**src/rtl/dac_ctrl_pkg.sv**
```systemverilog
// Package: shared mode encoding for the DAC code controller.
package dac_ctrl_pkg;
    typedef enum logic [1:0] {
        MODE_INC  = 2'b00,
        MODE_UPDN = 2'b01,
        MODE_SPI  = 2'b10
    } mode_e;
endpackage

```
**src/rtl/pin_sync.sv**
```systemverilog
// pin_sync: two-flop synchronizer for W asynchronous pins.
// Assumes: each pin is held stable long enough to be sampled; RST_VAL gives
// the idle level of each pin, so reset creates no false edge or mode change.
module pin_sync #(
    parameter int unsigned    W       = 3,
    parameter logic [W-1:0]   RST_VAL = '0
) (
    input  logic         clk,
    input  logic         rst_n,
    input  logic [W-1:0] pin_i,
    output logic [W-1:0] lvl_o
);
    for (genvar g = 0; g < W; g++) begin : g_bit
        logic s1_q, s2_q;
        // Two-stage capture of one pin into the clk domain.
        always_ff @(posedge clk) begin
            if (!rst_n) begin
                s1_q <= RST_VAL[g];
                s2_q <= RST_VAL[g];
            end else begin
                s1_q <= pin_i[g];
                s2_q <= s1_q;
            end
        end
        assign lvl_o[g] = s2_q;
    end
endmodule

```
**src/rtl/edge_detect.sv**
```systemverilog
// edge_detect: single-cycle rise and fall pulses on already synchronized levels.
// Assumes: inputs are synchronous to clk; RST_VAL matches the synchronizer reset.
module edge_detect #(
    parameter int unsigned  W       = 2,
    parameter logic [W-1:0] RST_VAL = '0
) (
    input  logic         clk,
    input  logic         rst_n,
    input  logic [W-1:0] lvl_i,
    output logic [W-1:0] rise_o,
    output logic [W-1:0] fall_o
);
    logic [W-1:0] prev_q;

    // Remember the previous level of each input.
    always_ff @(posedge clk) begin
        if (!rst_n) prev_q <= RST_VAL;
        else        prev_q <= lvl_i;
    end

    assign rise_o = lvl_i & ~prev_q;
    assign fall_o = ~lvl_i & prev_q;
endmodule

```
**src/rtl/mode_latch.sv**
```systemverilog
// mode_latch: fixes the operating mode from pin history after reset.
// Assumes: levels are synchronized. Chip select low has priority over data low.
module mode_latch
    import dac_ctrl_pkg::*;
(
    input  logic  clk,
    input  logic  rst_n,
    input  logic  cs_lvl,
    input  logic  din_lvl,
    output mode_e mode_o
);
    mode_e mode_q;

    // Sticky mode selection: serial wins, up/down only from increment-only.
    always_ff @(posedge clk) begin
        if (!rst_n)                              mode_q <= MODE_INC;
        else if (!cs_lvl)                        mode_q <= MODE_SPI;
        else if (mode_q == MODE_INC && !din_lvl) mode_q <= MODE_UPDN;
    end

    assign mode_o = mode_q;

    assert_cs_low_selects_spi_R2: assert property (@(posedge clk) disable iff (!rst_n)
        !cs_lvl |=> mode_q == MODE_SPI);
    assert_spi_sticky_R2: assert property (@(posedge clk) disable iff (!rst_n)
        mode_q == MODE_SPI |=> mode_q == MODE_SPI);
    assert_no_return_to_inc_R3: assert property (@(posedge clk) disable iff (!rst_n)
        mode_q != MODE_INC |=> mode_q != MODE_INC);
endmodule

```
**src/rtl/spi_shift.sv**
```systemverilog
// spi_shift: serial receive word and transmit word for chip-select framed transfers.
// Assumes: chip-select and serial clock edges never fall in the same cycle.
// The receive word is preset with the live code, so short frames are well defined.
module spi_shift #(
    parameter int unsigned W = 8
) (
    input  logic         clk,
    input  logic         rst_n,
    input  logic         cs_lvl,
    input  logic         cs_fall,
    input  logic         cs_rise,
    input  logic         sclk_rise,
    input  logic         sclk_fall,
    input  logic         din_lvl,
    input  logic [W-1:0] code_i,
    output logic [W-1:0] rx_o,
    output logic         dout_o,
    output logic         oe_o
);
    logic [W-1:0] rx_q, tx_q;
    logic         oe_q;

    // Receive word: preset at frame start, shift data in on rising clock.
    always_ff @(posedge clk) begin
        if (!rst_n)                    rx_q <= '0;
        else if (cs_fall)              rx_q <= code_i;
        else if (!cs_lvl && sclk_rise) rx_q <= {rx_q[W-2:0], din_lvl};
    end

    // Transmit word: old code captured at frame start, advanced on falling clock.
    always_ff @(posedge clk) begin
        if (!rst_n)                    tx_q <= '0;
        else if (cs_fall)              tx_q <= code_i;
        else if (!cs_lvl && sclk_fall) tx_q <= {tx_q[W-2:0], 1'b0};
    end

    // Output enable follows the chip-select frame.
    always_ff @(posedge clk) begin
        if (!rst_n)       oe_q <= 1'b0;
        else if (cs_fall) oe_q <= 1'b1;
        else if (cs_rise) oe_q <= 1'b0;
    end

    assign rx_o   = rx_q;
    assign dout_o = tx_q[W-1];
    assign oe_o   = oe_q;

    assert_frame_start_drives_msb_R4: assert property (@(posedge clk) disable iff (!rst_n)
        cs_fall |=> oe_q && dout_o == $past(code_i[W-1]));
    assert_frame_end_tristates_R6: assert property (@(posedge clk) disable iff (!rst_n)
        cs_rise |=> !oe_q);
endmodule

```
**src/rtl/dac_code_ctrl.sv**
```systemverilog
// dac_code_ctrl: DAC code register with serial, increment-only and up/down entry.
// Assumes: pins are asynchronous and each level lasts three or more clk cycles.
// Pulse modes step the upper CODE_W-STEP_LSB bits and force the low bits to zero.
module dac_code_ctrl
    import dac_ctrl_pkg::*;
#(
    parameter int unsigned CODE_W   = 8,
    parameter int unsigned STEP_LSB = 2
) (
    input  logic              clk,
    input  logic              rst_n,
    input  logic              cs_pin,
    input  logic              sclk_pin,
    input  logic              din_pin,
    output logic              dout,
    output logic              dout_oe,
    output logic [CODE_W-1:0] code,
    output logic [1:0]        mode
);
    localparam int unsigned       HI_W     = CODE_W - STEP_LSB;
    localparam logic [CODE_W-1:0] MID_CODE = {1'b1, {(CODE_W-1){1'b0}}};

    // Pin order in the vectors: {cs, sclk, din}; idle levels 1, 0, 1.
    logic [2:0] lvl;
    logic [1:0] rise, fall;
    logic       cs_lvl, sclk_lvl, din_lvl;
    mode_e      mode_q;
    logic [CODE_W-1:0] code_q, rx_word;
    logic [HI_W-1:0]   hi_next;
    logic              step_en;

    pin_sync #(.W(3), .RST_VAL(3'b101)) u_sync (
        .clk(clk), .rst_n(rst_n),
        .pin_i({cs_pin, sclk_pin, din_pin}), .lvl_o(lvl)
    );
    assign {cs_lvl, sclk_lvl, din_lvl} = lvl;

    edge_detect #(.W(2), .RST_VAL(2'b10)) u_edge (
        .clk(clk), .rst_n(rst_n),
        .lvl_i({cs_lvl, sclk_lvl}), .rise_o(rise), .fall_o(fall)
    );

    mode_latch u_mode (
        .clk(clk), .rst_n(rst_n), .cs_lvl(cs_lvl), .din_lvl(din_lvl), .mode_o(mode_q)
    );

    spi_shift #(.W(CODE_W)) u_spi (
        .clk(clk), .rst_n(rst_n), .cs_lvl(cs_lvl),
        .cs_fall(fall[1]), .cs_rise(rise[1]),
        .sclk_rise(rise[0]), .sclk_fall(fall[0]),
        .din_lvl(din_lvl), .code_i(code_q),
        .rx_o(rx_word), .dout_o(dout), .oe_o(dout_oe)
    );

    // Next value of the upper bits for a pulse step, direction from data pin.
    always_comb begin
        if (mode_q == MODE_UPDN && !din_lvl) hi_next = code_q[CODE_W-1:STEP_LSB] - 1'b1;
        else                                 hi_next = code_q[CODE_W-1:STEP_LSB] + 1'b1;
    end

    assign step_en = (mode_q != MODE_SPI) && cs_lvl && rise[0];

    // Code register: serial load at frame end, or a pulse step.
    always_ff @(posedge clk) begin
        if (!rst_n)                               code_q <= MID_CODE;
        else if (mode_q == MODE_SPI && rise[1])   code_q <= rx_word;
        else if (step_en)                         code_q <= {hi_next, {STEP_LSB{1'b0}}};
    end

    assign code = code_q;
    assign mode = mode_q;

    assert_inc_step_R7: assert property (@(posedge clk) disable iff (!rst_n)
        (step_en && mode_q == MODE_INC) |=>
        (code_q[CODE_W-1:STEP_LSB] == HI_W'($past(code_q[CODE_W-1:STEP_LSB]) + 1'b1)
         && code_q[STEP_LSB-1:0] == '0));
    assert_updn_down_step_R8: assert property (@(posedge clk) disable iff (!rst_n)
        (step_en && mode_q == MODE_UPDN && !din_lvl) |=>
        (code_q[CODE_W-1:STEP_LSB] == HI_W'($past(code_q[CODE_W-1:STEP_LSB]) - 1'b1)));
    assert_spi_idle_stable_R10: assert property (@(posedge clk) disable iff (!rst_n)
        (mode_q == MODE_SPI && !rise[1]) |=> $stable(code_q));
endmodule

```
**config.mk**
```make
export PLATFORM = sky130hd
export DESIGN_NAME = dac_code_ctrl
export DESIGN_NICKNAME = d
export VERILOG_FILES = /design/src/rtl/dac_ctrl_pkg.sv /design/src/rtl/pin_sync.sv /design/src/rtl/edge_detect.sv /design/src/rtl/mode_latch.sv /design/src/rtl/spi_shift.sv /design/src/rtl/dac_code_ctrl.sv
export SDC_FILE = /design/constraint.sdc
export NUM_CORES = 1
export LEC_CHECK = 0
export BUFFER_PORTS_ARGS = -buffer_cell sky130_fd_sc_hd__buf_2
export CAP_MARGIN = 20
export CORE_ASPECT_RATIO = 0.5
export CORE_MARGIN = 1.5
export CORE_UTILIZATION = 40
export DETAILED_ROUTE_END_ITERATION = 8
export GPL_ROUTABILITY_DRIVEN = 0
export PLACE_DENSITY_LB_ADDON = 0.2
export SYNTH_ARGS = -nofsm -noshare
export SYNTH_HDL_FRONTEND = slang
export SYNTH_SLANG_ARGS = --single-unit
```
**constraint.sdc**
```tcl
create_clock -name clk -period 3.1 [get_ports clk]
set_clock_uncertainty 0.1 [all_clocks]
set_input_delay 0.155 -clock clk [delete_from_list [all_inputs] [get_ports clk]]
set_output_delay 0.155 -clock clk [all_outputs]
set_load 0.02 [all_outputs]
```
# Yosys cells after proc, flatten, opt, wreduce, memory -nomap -nowiden
# Index checks and enable logic that the tools add are counted.
# totals
regBits,35
in_bits,5
ramBits,0
word_cells,49
memories,0
rom_bits,0
out_inout_bits,12
latch_bits,0
# op_classes
n_shift,0
order_cmp,0
muxes,11
mul,0
reduce_logical,15
bitwise_logic,4
n_eq_ne,4
n_addsub,2
n_div,0
# op_table
operator,count
8-bit two-way mux,6
2-bit nonzero test,4
1-bit logical AND,7
"6-bit by 1-bit adder with 6-bit output, second input constant",1
6-bit two-way mux,1
"6-bit by 1-bit subtractor with 6-bit output, second input constant",1
2-bit AND,2
2-bit two-way mux,2
2-bit inverter,2
"2-bit by 1-bit == test with 1-bit output, second input constant",1
"2-bit == test, second input constant",1
1-bit logical NOT,2
2-bit logical NOT,1
1-bit two-way mux,2
"2-bit by 1-bit != test with 1-bit output, second input constant",1
"2-bit != test, second input constant",1
2-bit AND reduction,1

# Longest topological paths before layout
# logic_depth
ltp_word,5
depth_mapped,8
ltp_nobuf,7

# By module
# Synthesis repeated with hierarchy kept, for this count alone.
# hier_totals
cells_unflattened,168
hier_area_um2,1657.8
# by_module_without_submodules
module,cells_per_inst,instances,seq_area_each_um2,area_per_inst_um2
spi_shift,78,1,340.3,823.3
dac_code_ctrl,61,1,160.2,511.7
pin_sync,15,1,120.1,180.2
edge_detect,8,1,40.0,77.6
mode_latch,6,1,40.0,65.1

# Worst setup path after synthesis
# OpenSTA, ideal clock, no wires.
# synth_path
kind,reg-to-reg
startpoint,"register u_mode.mode_q[0], in the netlist u_mode.mode_o[0]"
endpoint,"register code_q[6], in the netlist code[6]"
path_stages_with_launch,9
t_arrival_ns,1.992
n_path_buf,1
required_time_ns,2.880
setup_ns,0.120
slack_ns,0.888
period_less_slack_ns,2.212
cell_sequence,dfxtp_1 > or3b_1 > buf_2 > xnor2_1 > ha_1 > nor3_1 > nand2_1 > and4_1 > o31a_1
# synth_via
elab_chain_len,5
word_cells_on_any_way,11
classes_between,eq/ne (3); mux (3); reduce/logical (5)
# synth_lines
item,line,text
"start, declared",mode_latch.sv:12,mode_e mode_q;
"start signal, assigned",mode_latch.sv:16,if (!rst_n) mode_q <= MODE_INC;
"start signal, assigned",mode_latch.sv:17,else if (!cs_lvl) mode_q <= MODE_SPI;
"start signal, assigned",mode_latch.sv:18,else if (mode_q == MODE_INC && !din_lvl) mode_q <= MODE_UPDN;
2-bit by 1-bit == test with 1-bit output,dac_code_ctrl.sv:57,if (mode_q == MODE_UPDN && !din_lvl) hi_next = code_q[CODE_W-1:STEP_LSB] - 1'b1;
1-bit logical AND,dac_code_ctrl.sv:57,
6-bit two-way mux,dac_code_ctrl.sv:57,
8-bit two-way mux,dac_code_ctrl.sv:67,"else if (step_en) code_q <= {hi_next, {STEP_LSB{1'b0}}};"
8-bit two-way mux,dac_code_ctrl.sv:66,else if (mode_q == MODE_SPI && rise[1]) code_q <= rx_word;
"end signal, assigned",dac_code_ctrl.sv:66,
"end signal, assigned",dac_code_ctrl.sv:67,
"end, declared",dac_code_ctrl.sv:28,"logic [CODE_W-1:0] code_q, rx_word;"
# Several ways; a longest one is shown, not always the timed one. The select of a mux whose other input is x is not followed.
# A chain may end at the register's enable or synchronous reset.

# Worst setup path after layout
# layout_path
startpoint,"register u_mode.mode_q[1], in the netlist u_mode.mode_o[1]"
endpoint,"register code_q[6], in the netlist code[6]"
# The elaborated chain is that of the path after synthesis.

==> flow_summary_export.csv <==
group,metric,value,unit
sta,fin_ws,0.9178,ns
floorplanning,die_width,90.90,µm
floorplanning,rows,15,
layout,stdcell_count,233,
sta,worst_slew_pin_slew,0.6086,ns
place,io_buffers,16,
clock_network,cts_inserted_buffers,5,
sta,final-setup-viol-count,0,
clock_network,insertion_delay,0.29,ns
pwr,swShare,0.2365,
grt,grt_pass1_vias,1079,
setup_path,arrival,2.27,ns
layout,syn2layout_area_growth,14.41,%
pwr,internal-power,0.0006496,W
floorplanning,die_h,46.95,µm
clock_network,cts_tree,"yes",
min_path,min_path_type,"in2reg",
grt,grt_pass1_wl,5271,µm
place,preCtsSetupSlack,0.9346,ns
setup_path,crit_path_max_fanout,8,
sta,finalCritPeriodShare,0.7039,
routing,post_drt_wl_per_cell,13.32,µm
grt,grt_usage,0.1682,
grt,grt_max_degree,29,
pwr,netSwitchingPower,0.0002013,W
sta,hold_violations,0,
clock_network,clock_tree.buffer_depth,2,
routing,drt_iter0_drc,84,
synthesis,ys_ff_latch,35,
setup_path,critPathKind,"reg2reg",
setup_path,reg2reg_slack,0.92,ns
clock_network,cts_sinks,35,
routing,dr.pass1.iters,4,
synthesis,netlist_area,1545,µm²
grt,antenna_found_initial,0,
synthesis,synthArstFlopShare,0,
layout,postLayoutCoreUtil,0.4958,
sta,max_freq,458.2,MHz
sta,finalSetupTns,0,ns
clock_network,cts_resized,0,
clock_network,cts_setup_buffers,0,
synthesis,synth_area_per_cell,9.422,µm²
grt,grt.overflow.total,0,
pwr,power_frac_seq,0.565,
setup_path,reg2reg_from,"u_mode.mode_o[1]",
synthesis,synth_cell_types,38,
sta,slew_viol_final,0,
pwr,vdd_drop_max,0.2360,mV
pwr,clock_power_share,0.368,
layout,stdcell_area,1768,µm²
setup_path,reg2reg_depth,7,
floorplanning,placeableCoreArea,3566,µm²
routing,viasPerCell,5.142,
job,maxCapViolations,0,
pwr,leakagePower,0.6736,nW
sta,rsz0062_at_grt,"no",
min_path,min-delay-start,"rst_n",
setup_path,rr_endpoint,"code[6]",
sta,relSlewSlack,0.5938,
routing,routed_wirelength,3103,µm
setup_path,crit_path_end_kind,"register",
setup_path,cp.required,3.18,ns
clock_network,path_clk_slew,0.07,ns
layout,n_antenna_cell,0,
place,dpl-instance-area,1657,µm²
floorplanning,start_util,0.4333,
clock_network,htreeDepth,2,
outcome,status,"finished, final reports clean",
pwr,comb_power_share,0.068,
synthesis,synth-edff-count,0,
routing,route.detailed.drc,0,
min_path,min_path_cells,2,
synthesis,ys.flop_type,"dfxtp_1",
place,dp.cells,222,
synthesis,ys_warn_count,0,
synthesis,ys_seq_area_frac,0.4534,
layout,drive_gt1_frac,0.1429,
floorplanning,num_io_pins,17,
routing,ant_nets,0,
pwr,power.density,481.3,nW/µm²
layout,nets,189,
synthesis,synthCells,164,
place,dp_hpwl,2144,µm
sta,fin_crit,2.182,ns
routing,vias,1198,
setup_path,start_kind,"register",
min_path,whs_endpoint,"u_edge.prev_q[1]",
floorplanning,fp.dieArea,4268,µm²
clock_network,root_buffer,"clkbuf_8",
synthesis,syn_nets,172,
## layout by cell type, fill, tap and decap left out, types with 2 or more instances in the layout
master / count
dfxtp_1: 35
mux2i_1: 17
buf_2: 16
nand2_1: 14
a21oi_1: 14
o21ai_0: 10
a21boi_1: 5
clkbuf_8: 5
inv_1: 4
nand2b_1: 4
nor2_1: 4
and2_1: 4
and3_1: 4
nand3b_1: 3
nor3_1: 3
o31a_1: 3
nand3_1: 3
ha_1: 3
dlygate4sd3_1: 3
o21a_1: 2
nor3b_1: 2
nor2b_1: 2
nand4_1: 2
clkbuf_1: 2
buf_4: 2
## through the flow
stage / hold slack [ns] / power (W)
2_1_floorplan: 0.1565 / 0.0005295
3_5_place_dp: 0.2412 / 0.0005458
4_1_cts: 0.1679 / 0.0008631
3_3_place_gp: 0.2381 / 0.0005442
6_report: 0.1706 / 0.0008509
5_1_grt: 0.1904 / 0.0008897
## worst max-delay path, stage by stage, from the launching register on
cell and delay, ns:
dfxtp_1 0.39, or3b_1 0.49, xnor2_1 0.16, ha_1 0.23, nor3_1 0.14, nand2_1 0.09
and4_1 0.21, o31a_1 0.26
## power by group through the flow
| stage | logic, W | registers, W | clock network [W] |
|---|---|---|---|
| 5_1_grt | 0.0000651 | 0.000483 | 0.000341 |
| 3_3_place_gp | 0.0000545 | 0.000490 | 0 |
| 3_5_place_dp | 0.0000551 | 0.000491 | 0 |
| 4_1_cts | 0.0000579 | 0.000480 | 0.000325 |
| 6_report | 0.0000576 | 0.000480 | 0.000313 |
| 2_1_floorplan | 0.0000378 | 0.000492 | 0 |
## area by class of cell
type / instances / area (µm²)
well taps: 51 / 63.81
flip-flops and latches: 35 / 700.7
clock inverters: 1 / 5.005
inverters: 4 / 15.01
fillers: 363 / 1798
repair buffers: 21 / 125.1
clock buffers: 7 / 76.32
multi-input cells: 114 / 782.0
## per-layer routing
| metal | vias to the layer above | track usage | wire length (µm) |
|---|---|---|---|
| li1 | 618 | - | - |
| met1 | 551 | 0.2367 | 1731 |
| met2 | 24 | 0.2436 | 1183 |
| met3 | 5 | 0.05340 | 146 |
| met4 | 0 | 0.06563 | 42 |
| met5 | - | 0 | 0 |
## registers in the layout, summed over array words and instances (netlist names)
register / count
u_spi.oe_o: 1
u_sync.g_bit.s1_q: 3
u_mode.mode_o: 2
u_edge.prev_q: 2
code: 8
u_spi.rx_o: 8
u_spi.tx_q: 8
u_sync.g_bit.s2_q: 3
## how the worst max path moves through the flow
stage / startpoint / end / slack, ns / cells past startpoint
floorplan: u_mode.mode_o[0] / code[6] / 0.89 / 8
global placement: u_mode.mode_o[1] / code[6] / 0.97 / 7
detailed placement: u_mode.mode_o[1] / code[6] / 0.93 / 7
CTS: u_mode.mode_o[1] / code[6] / 0.93 / 7
global route: u_mode.mode_o[1] / code[6] / 0.74 / 7
finish: u_mode.mode_o[1] / code[6] / 0.92 / 7
## cell families (layout without fill, tap and decap cells)
family / count (synthesis) / count (layout) / share of synthesized area
mux: 17 / 17 / 0.1101
fa+ha+maj: 3 / 3 / 0.02429
simple gates: 50 / 50 / 0.1886
buf+inv: 15 / 33 / 0.04048
flops: 35 / 35 / 0.4534
xor+xnor: 1 / 1 / 0.005669
compound gates: 43 / 43 / 0.1773
## Yosys cell counts, types with 2 or more instances
master	n	area share
buf_2	4	0.013
clkbuf_1	6	0.015
nand3_1	3	0.0097
o21a_1	2	0.0097
dfxtp_1	35	0.45
nor3b_1	2	0.0097
ha_1	3	0.024
nand2b_1	4	0.016
nor3_1	3	0.0097
and3_1	4	0.016
a21boi_1	5	0.024
nand3b_1	3	0.015
inv_1	4	0.0097
o31a_1	3	0.017
and2_1	4	0.016
o21ai_0	10	0.032
a21oi_1	14	0.045
nand2_1	14	0.034
nor2b_1	2	0.0081
nand4_1	2	0.0081
nor2_1	4	0.0097
mux2i_1	17	0.11
## timing repair
action	4_1_cts	5_1_grt
hold buffers	3	0
hold endpoints to repair	3	0
setup endpoints to repair	0	0
Power figures use the tool's default switching activity.
